File: src/rtl/ucode_pkg.sv
package ucode_pkg;

  typedef struct packed {
    logic       pc_wr;
    logic       pc_wr_cond;
    logic [1:0] pc_src;
    logic       mem_rd;
    logic       mem_wr;
    logic       addr_data;
    logic       ir_wr;
    logic       alu_a_sel;
    logic [1:0] alu_b_sel;
    logic [1:0] alu_op;
    logic       rf_wr;
    logic       rf_dst_rd;
    logic       wb_from_mem;
  } ctrl_t;

  typedef enum logic [1:0] {
    SEQ_FETCH = 2'b00,
    SEQ_DISP1 = 2'b01,
    SEQ_DISP2 = 2'b10,
    SEQ_NEXT  = 2'b11
  } seq_t;

  typedef struct packed {
    ctrl_t ctrl;
    seq_t  seq;
  } uword_t;

  localparam int UA_FETCH  = 0;
  localparam int UA_DECODE = 1;
  localparam int UA_MADDR  = 2;
  localparam int UA_MRD    = 3;
  localparam int UA_MWB    = 4;
  localparam int UA_MWR    = 5;
  localparam int UA_EXEC   = 6;
  localparam int UA_RDONE  = 7;
  localparam int UA_BR     = 8;
  localparam int UA_JMP    = 9;
  localparam int UA_USED   = 10;

  localparam logic [5:0] OP_REG   = 6'h00;
  localparam logic [5:0] OP_LOAD  = 6'h23;
  localparam logic [5:0] OP_STORE = 6'h2B;
  localparam logic [5:0] OP_BRANCH = 6'h04;
  localparam logic [5:0] OP_JUMP  = 6'h02;

  // Microprogram contents; unused addresses hold an idle word that restarts.
  function automatic uword_t ucode_word(input int a);
    uword_t w;
    w = '0;
    case (a)
      UA_FETCH: begin
        w.ctrl.pc_wr = 1'b1; w.ctrl.mem_rd = 1'b1; w.ctrl.ir_wr = 1'b1;
        w.ctrl.alu_b_sel = 2'b01; w.seq = SEQ_NEXT;
      end
      UA_DECODE: begin
        w.ctrl.alu_b_sel = 2'b11; w.seq = SEQ_DISP1;
      end
      UA_MADDR: begin
        w.ctrl.alu_a_sel = 1'b1; w.ctrl.alu_b_sel = 2'b10; w.seq = SEQ_DISP2;
      end
      UA_MRD: begin
        w.ctrl.mem_rd = 1'b1; w.ctrl.addr_data = 1'b1; w.seq = SEQ_NEXT;
      end
      UA_MWB: begin
        w.ctrl.rf_wr = 1'b1; w.ctrl.wb_from_mem = 1'b1; w.seq = SEQ_FETCH;
      end
      UA_MWR: begin
        w.ctrl.mem_wr = 1'b1; w.ctrl.addr_data = 1'b1; w.seq = SEQ_FETCH;
      end
      UA_EXEC: begin
        w.ctrl.alu_a_sel = 1'b1; w.ctrl.alu_op = 2'b10; w.seq = SEQ_NEXT;
      end
      UA_RDONE: begin
        w.ctrl.rf_wr = 1'b1; w.ctrl.rf_dst_rd = 1'b1; w.seq = SEQ_FETCH;
      end
      UA_BR: begin
        w.ctrl.pc_wr_cond = 1'b1; w.ctrl.pc_src = 2'b01;
        w.ctrl.alu_a_sel = 1'b1; w.ctrl.alu_op = 2'b01; w.seq = SEQ_FETCH;
      end
      UA_JMP: begin
        w.ctrl.pc_wr = 1'b1; w.ctrl.pc_src = 2'b10; w.seq = SEQ_FETCH;
      end
      default: w.seq = SEQ_FETCH;
    endcase
    return w;
  endfunction

endpackage

File: src/rtl/ucode_rom.sv
module ucode_rom
  import ucode_pkg::*;
#(
  parameter int UA_W = 4
) (
  input  logic            clk,
  input  logic [UA_W-1:0] rd_addr,
  output uword_t          word_q
);
  localparam int DEPTH = 2 ** UA_W;

  uword_t mem [DEPTH];

  genvar g;
  generate
    for (g = 0; g < DEPTH; g++) begin : g_word
      assign mem[g] = ucode_word(g);
    end
  endgenerate

  // Synchronous read: the word for the next address lands in the output register.
  always_ff @(posedge clk) begin
    word_q <= mem[rd_addr];
  end
endmodule

File: src/rtl/ucode_dispatch.sv
module ucode_dispatch
  import ucode_pkg::*;
#(
  parameter int OPC_W = 6,
  parameter int UA_W  = 4
) (
  input  logic [OPC_W-1:0] opcode,
  output logic [UA_W-1:0]  disp1,
  output logic [UA_W-1:0]  disp2
);
  // Table used after decode.
  always_comb begin
    case (opcode)
      OPC_W'(OP_REG):    disp1 = UA_W'(UA_EXEC);
      OPC_W'(OP_LOAD):   disp1 = UA_W'(UA_MADDR);
      OPC_W'(OP_STORE):  disp1 = UA_W'(UA_MADDR);
      OPC_W'(OP_BRANCH): disp1 = UA_W'(UA_BR);
      OPC_W'(OP_JUMP):   disp1 = UA_W'(UA_JMP);
      default:           disp1 = UA_W'(UA_FETCH);
    endcase
  end

  // Table used after address calculation: load versus store.
  always_comb begin
    case (opcode)
      OPC_W'(OP_LOAD):  disp2 = UA_W'(UA_MRD);
      OPC_W'(OP_STORE): disp2 = UA_W'(UA_MWR);
      default:          disp2 = UA_W'(UA_FETCH);
    endcase
  end
endmodule

File: src/rtl/ucode_next.sv
module ucode_next
  import ucode_pkg::*;
#(
  parameter int UA_W = 4
) (
  input  logic            clk,
  input  logic            rst,
  input  seq_t            seq,
  input  logic [UA_W-1:0] disp1,
  input  logic [UA_W-1:0] disp2,
  output logic [UA_W-1:0] upc_nxt
);
  logic [UA_W-1:0] upc_q;
  logic [UA_W-1:0] upc_inc;

  assign upc_inc = upc_q + UA_W'(1);

  always_comb begin
    if (rst) begin
      upc_nxt = UA_W'(UA_FETCH);
    end else begin
      case (seq)
        SEQ_DISP1: upc_nxt = disp1;
        SEQ_DISP2: upc_nxt = disp2;
        SEQ_NEXT:  upc_nxt = upc_inc;
        default:   upc_nxt = UA_W'(UA_FETCH);
      endcase
    end
  end

  always_ff @(posedge clk) begin
    upc_q <= upc_nxt;
  end

  // a terminal word brings the micro-address back to fetch
  p_restart_r7: assert property (@(posedge clk) disable iff (rst)
    (seq == SEQ_FETCH) |=> (upc_q == UA_W'(UA_FETCH)));

  // sequential words step the micro-address by one
  p_step_r6: assert property (@(posedge clk) disable iff (rst)
    (seq == SEQ_NEXT) |=> (upc_q == $past(upc_q) + UA_W'(1)));

  // the micro-address never leaves the programmed range
  p_in_range_r8: assert property (@(posedge clk) disable iff (rst)
    (upc_q < UA_W'(UA_USED)));
endmodule

File: src/rtl/ucode_sequencer.sv
module ucode_sequencer
  import ucode_pkg::*;
#(
  parameter int OPC_W = 6,
  parameter int UA_W  = 4
) (
  input  logic             clk,
  input  logic             rst,
  input  logic [OPC_W-1:0] opcode,
  output logic             pc_wr,
  output logic             pc_wr_cond,
  output logic [1:0]       pc_src,
  output logic             mem_rd,
  output logic             mem_wr,
  output logic             addr_data,
  output logic             ir_wr,
  output logic             alu_a_sel,
  output logic [1:0]       alu_b_sel,
  output logic [1:0]       alu_op,
  output logic             rf_wr,
  output logic             rf_dst_rd,
  output logic             wb_from_mem
);
  logic [UA_W-1:0] disp1, disp2, upc_nxt;
  uword_t          word_q;

  ucode_dispatch #(.OPC_W(OPC_W), .UA_W(UA_W)) u_disp (
    .opcode (opcode),
    .disp1  (disp1),
    .disp2  (disp2)
  );

  ucode_next #(.UA_W(UA_W)) u_next (
    .clk     (clk),
    .rst     (rst),
    .seq     (word_q.seq),
    .disp1   (disp1),
    .disp2   (disp2),
    .upc_nxt (upc_nxt)
  );

  ucode_rom #(.UA_W(UA_W)) u_rom (
    .clk     (clk),
    .rd_addr (upc_nxt),
    .word_q  (word_q)
  );

  assign pc_wr       = word_q.ctrl.pc_wr;
  assign pc_wr_cond  = word_q.ctrl.pc_wr_cond;
  assign pc_src      = word_q.ctrl.pc_src;
  assign mem_rd      = word_q.ctrl.mem_rd;
  assign mem_wr      = word_q.ctrl.mem_wr;
  assign addr_data   = word_q.ctrl.addr_data;
  assign ir_wr       = word_q.ctrl.ir_wr;
  assign alu_a_sel   = word_q.ctrl.alu_a_sel;
  assign alu_b_sel   = word_q.ctrl.alu_b_sel;
  assign alu_op      = word_q.ctrl.alu_op;
  assign rf_wr       = word_q.ctrl.rf_wr;
  assign rf_dst_rd   = word_q.ctrl.rf_dst_rd;
  assign wb_from_mem = word_q.ctrl.wb_from_mem;

  // the first cycle out of reset carries the fetch word
  p_fetch_after_reset_r1: assert property (@(posedge clk) disable iff (rst)
    $fell(rst) |-> (ir_wr && mem_rd && pc_wr));

  // no simultaneous memory read and write
  p_mem_exclusive_r9: assert property (@(posedge clk) disable iff (rst)
    !(mem_rd && mem_wr));

  // no simultaneous unconditional and conditional PC write
  p_pc_exclusive_r9: assert property (@(posedge clk) disable iff (rst)
    !(pc_wr && pc_wr_cond));

  // a jump opcode at decode leads to the jump word
  p_jump_dispatch_r4: assert property (@(posedge clk) disable iff (rst)
    (word_q.seq == SEQ_DISP1 && opcode == OPC_W'(OP_JUMP))
      |=> (pc_wr && pc_src == 2'b10));
endmodule

File: config.mk
export PLATFORM = sky130hd
export DESIGN_NAME = ucode_sequencer
export DESIGN_NICKNAME = d
export VERILOG_FILES = /design/src/rtl/ucode_pkg.sv /design/src/rtl/ucode_rom.sv /design/src/rtl/ucode_dispatch.sv /design/src/rtl/ucode_next.sv /design/src/rtl/ucode_sequencer.sv
export SDC_FILE = /design/constraint.sdc
export NUM_CORES = 1
export LEC_CHECK = 0
export BUFFER_PORTS_ARGS = -buffer_cell sky130_fd_sc_hd__buf_2
export CAP_MARGIN = 25
export CORE_MARGIN = 3
export CORE_UTILIZATION = 45
export DETAILED_ROUTE_END_ITERATION = 6
export GPL_TIMING_DRIVEN = 0
export HOLD_SLACK_MARGIN = 0.08
export PLACE_DENSITY = 0.72
export SYNTH_ARGS = -nofsm -noshare
export SYNTH_HDL_FRONTEND = slang
export SYNTH_SLANG_ARGS = --single-unit
export TNS_END_PERCENT = 100
File: constraint.sdc
create_clock -name clk -period 2.2 [get_ports clk]
set_clock_uncertainty 0.1 [all_clocks]
set_input_delay 0.33 -clock clk [delete_from_list [all_inputs] [get_ports clk]]
set_output_delay 0.33 -clock clk [all_outputs]
set_load 0.05 [all_outputs]
Yosys cells after proc, flatten, opt, wreduce, memory -nomap -nowiden
Memories as Yosys holds them, arrays and structs flattened. A register that Yosys moved wholly into a read port is not among the register bits.
Index checks and enable logic that the tools add are counted.
{"block": "totals", "reg_bits": 4, "romBits": 288, "in_bits": 8, "word_cells": 17, "n_memories": 1}
{"memory": "(name not given)", "depth": 16, "word_bits": 18, "read_ports": 1, "rd_ports_with_merged_regs": 1, "wr": 0, "line_no": "ucode_rom.sv:23", "rtl": "word_q <= mem[rd_addr];"}
{"block": "classes", "addsub": 1, "n_eq_ne": 7, "muxes": 4, "bitwise": 1, "reduce_logical": 2}
{"op": "one-hot mux 4 bit (4 select lines)", "n": 1}
{"op": "equality test 6 bit, second input constant", "n": 2}
{"op": "one-hot mux 4 bit (3 select lines)", "n": 1}
{"op": "equality test 6 x 2 -> 1 bit, second input constant", "n": 1}
{"op": "equality test 6 x 3 -> 1 bit, second input constant", "n": 1}
{"op": "logical NOT 6 bit", "n": 1}
{"op": "one-hot mux 3 bit (2 select lines)", "n": 1}
{"op": "NOT 4 -> 5 bit", "n": 1}
{"op": "adder 4 x 1 -> 4 bit, second input constant", "n": 1}
{"op": "equality test 2 bit, second input constant", "n": 2}
{"op": "2-to-1 mux 4 bit", "n": 1}
{"op": "equality test 2 x 1 -> 1 bit, second input constant", "n": 1}
{"op": "OR reduction 2 bit", "n": 1}

Logic depth before layout (Yosys ltp)
{"block": "depth", "ltp_word": 6, "ltp_mapped": 8, "mapped_depth_nobuf": 8}

Hierarchy
Synthesis repeated with hierarchy kept, for this count alone.
{"block": "unflattened", "hier_cells": 96, "area_unflattened_um2": 943.4}
{"module": "ucode_rom", "instances": 1, "cells_per_inst": 52, "area_each_um2": 590.6, "seq_area_each_um2": 320.3}
{"module": "ucode_next", "instances": 1, "cells_per_inst": 28, "area_each_um2": 246.5, "seq_area_each_um2": 80.1}
{"module": "ucode_dispatch", "instances": 1, "cells_per_inst": 16, "area_each_um2": 106.4, "seq_area_each_um2": 0.0}

Least setup slack after synthesis
Ideal clock, no wire load.
{"block": "synth_path", "path_kind": "register to register", "start": "register u_rom.word_q[1] (netlist name)", "end": "register u_rom.word_q[11] (netlist name)", "arrival_time_ns": 1.855, "setup_slack_ns": 0.128, "path_stages_with_launch": 8, "path_buffers": 0, "period_less_slack_ns": 2.072, "cell_sequence": "dfxtp_1 > and4bb_2 > nand2_1 > o221a_2 > nor2_1 > inv_1 > ha_1 > a22o_2"}
{"block": "synth_between", "elab_chain_cells": 4, "elab_cells_between_ends": 6, "cone_classes": "eq/ne (3); mux (2); bitwise (1)"}
{"element": "equality test 2 bit / equality test 2 x 1 -> 1 bit (equally long branches)", "line_no": "ucode_next.sv:22", "rtl": "case (seq)"}
{"element": "one-hot mux 4 bit (3 select lines) (*)", "line_no": "ucode_next.sv:22"}
{"element": "2-to-1 mux 4 bit (*)", "line_no": "ucode_next.sv:19", "rtl": "if (rst) begin"}
{"element": "via u_next.upc_nxt[1]", "line_no": "ucode_next.sv:11", "rtl": "output logic [UA_W-1:0] upc_nxt"}
{"element": "NOT 4 -> 5 bit (not written as such) (*)", "line_no": "ucode_rom.sv:23"}
Mark *: on every way through the listed nets, which the timed path passes. The rest lies on a longest branch.

Final worst setup path
{"block": "layout_path", "start": "register u_rom.word_q[0] (netlist name)", "end": "register u_rom.word_q[11] (netlist name)"}
{"block": "layout_between", "elab_chain_cells": 4, "elab_cells_between_ends": 6, "cone_classes": "eq/ne (3); mux (2); bitwise (1)"}
{"element": "equality test 2 bit / equality test 2 x 1 -> 1 bit (equally long branches)", "line_no": "ucode_next.sv:22"}
{"element": "one-hot mux 4 bit (3 select lines) (*)", "line_no": "ucode_next.sv:22"}
{"element": "2-to-1 mux 4 bit (*)", "line_no": "ucode_next.sv:19"}
{"element": "via u_next.upc_nxt[1]", "line_no": "ucode_next.sv:11"}
{"element": "NOT 4 -> 5 bit (not written as such) (*)", "line_no": "ucode_rom.sv:23"}
Marked as above.

==> flow_summary.yaml <==
status:
  outcome: "completed"
placement:
  gp_congestion: 0.750
  numPortBuffers: 23
  hpwlAfterDp_um: 1190
floorplanning:
  io_pins: 24
  coreArea_mm2: 0.00182
  dieArea_mm2: 0.00261
  start_util: 0.503
  die_x_um: 51.1
  fp.dieH_um: 51.1
  rows: 15
worst_setup_path:
  cp-start-kind: "flip-flop"
  critPathKind: "flip-flop to flip-flop"
  cp.arrival_ns: 2.20
  path_cells: "and4bb_2, nand2_1, o221a_2, nor2_4, inv_1, ha_1, a22o_2"
  endpoint_kind: "flip-flop"
  crit_fanout: 7
  crit_slowest_cell: "dfxtp_2"
  cp.required_ns: 2.30
  slowest_delay_ns: 0.36
sta:
  finalSetupTns_ns: 0
  maxSlewViolCount: 0
  post-route-min-period_ns: 2.10
  slew_headroom: 0.599
  fmax_mhz: 476
  rsz0062_at_grt: "false"
  tightestPinTransition_ns: 0.600
  finalCritPeriodShare: 0.954
  finalHoldViolCount: 0
  setup_viol: 0
cts:
  tritoncts: "built"
  htreeDepth: 1
  clock_sinks: 20
  cts_hold_buf: 0
  cts.path.max_buffers: 2
  cts-root-buf: "clkbuf_4"
  clk_pin_slew_ns: 0.11
  clock_latency_ns: 0.30
  cts_buffers: 3
cells_and_area:
  fillers: 148
  mostFrequentLayoutCell: "buf_2"
  layout_common_cells: "23 x buf_2, 18 x dfxtp_1, 7 x ha_1"
  diodes: 0
  area_delta_synth_final_pct: 26.9
  drive_above_1_share: 0.486
  final_nets: 127
synth:
  synth-seq-cells: 20
  synth_cells: 81
  synth_cell_types: 31
  yosysWarnings: 0
  netlist_area_um2: 916
  ys_seq_area_frac: 0.437
  syn_avg_cell_area_um2: 11.3
  synthesis.nets: 96
min_path:
  hold_path_class: "primary input to flip-flop"
global_route:
  antenna_found_initial: 0
  grt_pass1_vias: 588
  grt_pass1_wl_um: 2620
  grt_usage: 0.134
  grt_max_degree: 13
  grt-ovfl-total: 0
route:
  wirelength_um: 1660
  drc: 0
  postRouteAntennaNets: 0
  detail_route.wl_per_cell_um: 12.2
  dr.pass1.iters: 4
  drtIter0Drc: 11
  via_per_inst: 4.91
  vias: 668
run:
  cap_viol_max_count: 0
power:
  power_leakage_nw: 0.564
  p_per_area_mw_per_mm2: 1270
  max-vdd-ir-drop_mv: 1.02
  p_total_mw: 1.48
[area by class of cell]
type,instances,area [um^2],area share
buffer,2,15.0,0.0129
clock buffer,3,22.5,0.0194
clock inverter,1,30.0,0.0258
inverter,5,18.8,0.0161
multi-input combinational,54,504,0.434
sequential,20,403,0.347
tap,25,31.3,0.0269
timing repair buffer,26,138,0.118
[worst paths after layout]
kind                            slack, ns       startpoint  cells past startpoint                to
worst min-delay path                 0.34        opcode[3]                      3   u_next.upc_q[2]
worst max register to register       0.10  u_rom.word_q[0]                      7  u_rom.word_q[11]
worst max-delay path                 0.10  u_rom.word_q[0]                      7  u_rom.word_q[11]
worst min register to register       0.59  u_rom.word_q[0]                      2   u_next.upc_q[2]
[timing repair]
item,in CTS,in global routing
setup buffers,0,3
resized for setup,4,2
pin swaps,0,2
endpoints found under the setup margin,13,9
cloned,0,0
[critical path, delay by kind of cell, from the launching register on]
kind	cells	cell delay (ns)
fa+ha+maj	1	0.23
buf+inv	1	0.12
compound gates	2	0.55
flops	1	0.36
simple gates	3	0.64
[through the flow]
step / utilization / std cells / area [um^2] / hold slack (ns) / setup WS (ns)
detailed placement: 0.584 / 129 / 1060 / 0.587 / -0.275
finish: 0.638 / 136 / 1160 / 0.343 / 0.101
global route: 0.638 / 136 / 1160 / 0.327 / 0.00463
CTS: 0.625 / 133 / 1140 / 0.329 / 0.0290
floorplan: - / 81 / 916 / 0.471 / 0.128
global placement: 0.584 / 129 / 1060 / 0.589 / -0.240
[cell families (layout without fill, tap and decap cells)]
group / count (synthesis) / count (layout) / synth area share
xor gates and xnor gates: 3 / 3 / 0.0287
and+or+nand+nor: 32 / 32 / 0.257
buffers and inverters: 7 / 37 / 0.0369
DFF: 20 / 20 / 0.437
muxes: 1 / 1 / 0.0109
adders and majority gates: 7 / 7 / 0.0956
AOI/OAI and AO/OA: 11 / 11 / 0.134
[routing by layer]
layer	vias up	routed length [um]	global-route usage
li1	346	-	-
met1	305	751	0.171
met2	15	812	0.225
met3	2	83	0.0437
met4	0	10	0.0135
met5	-	0	0
[where the power goes]
part	internal [mW]	switching (mW)
clock network	0.184	0.111
logic	0.240	0.443
registers	0.457	0.0418
total	0.881	0.596
[state kept, by name (all words and copies together), names as in the netlist]
register      cells
u_next.upc_q      4
u_rom.word_q     16
[cells in the mapped netlist]
library cell	count	area, um^2
buf_4	2	15.0
inv_1	5	18.8
o21bai_1	1	7.51
and3b_1	1	8.76
nor3b_2	2	25.0
nand3_2	2	20.0
nor3b_1	1	7.51
and2_2	3	22.5
a31oi_1	1	6.26
nor3_1	1	5.00
mux2i_1	1	10.0
o221a_2	1	11.3
o221a_4	1	20.0
nor2_1	5	18.8
a22o_2	3	30.0
dfxtp_1	20	400
a22o_1	1	8.76
or2_2	2	12.5
nand4b_1	1	8.76
xnor2_1	1	8.76
xor2_1	2	17.5
o32a_1	1	10.0
a31oi_4	1	21.3
nand3_1	2	10.0
and2_1	5	31.3
nor4b_4	1	23.8
nor2b_4	1	13.8
nand2_1	4	15.0
a22oi_1	1	7.51
and4bb_2	1	12.5
ha_1	7	87.6
Power figures use the tool's default switching activity.
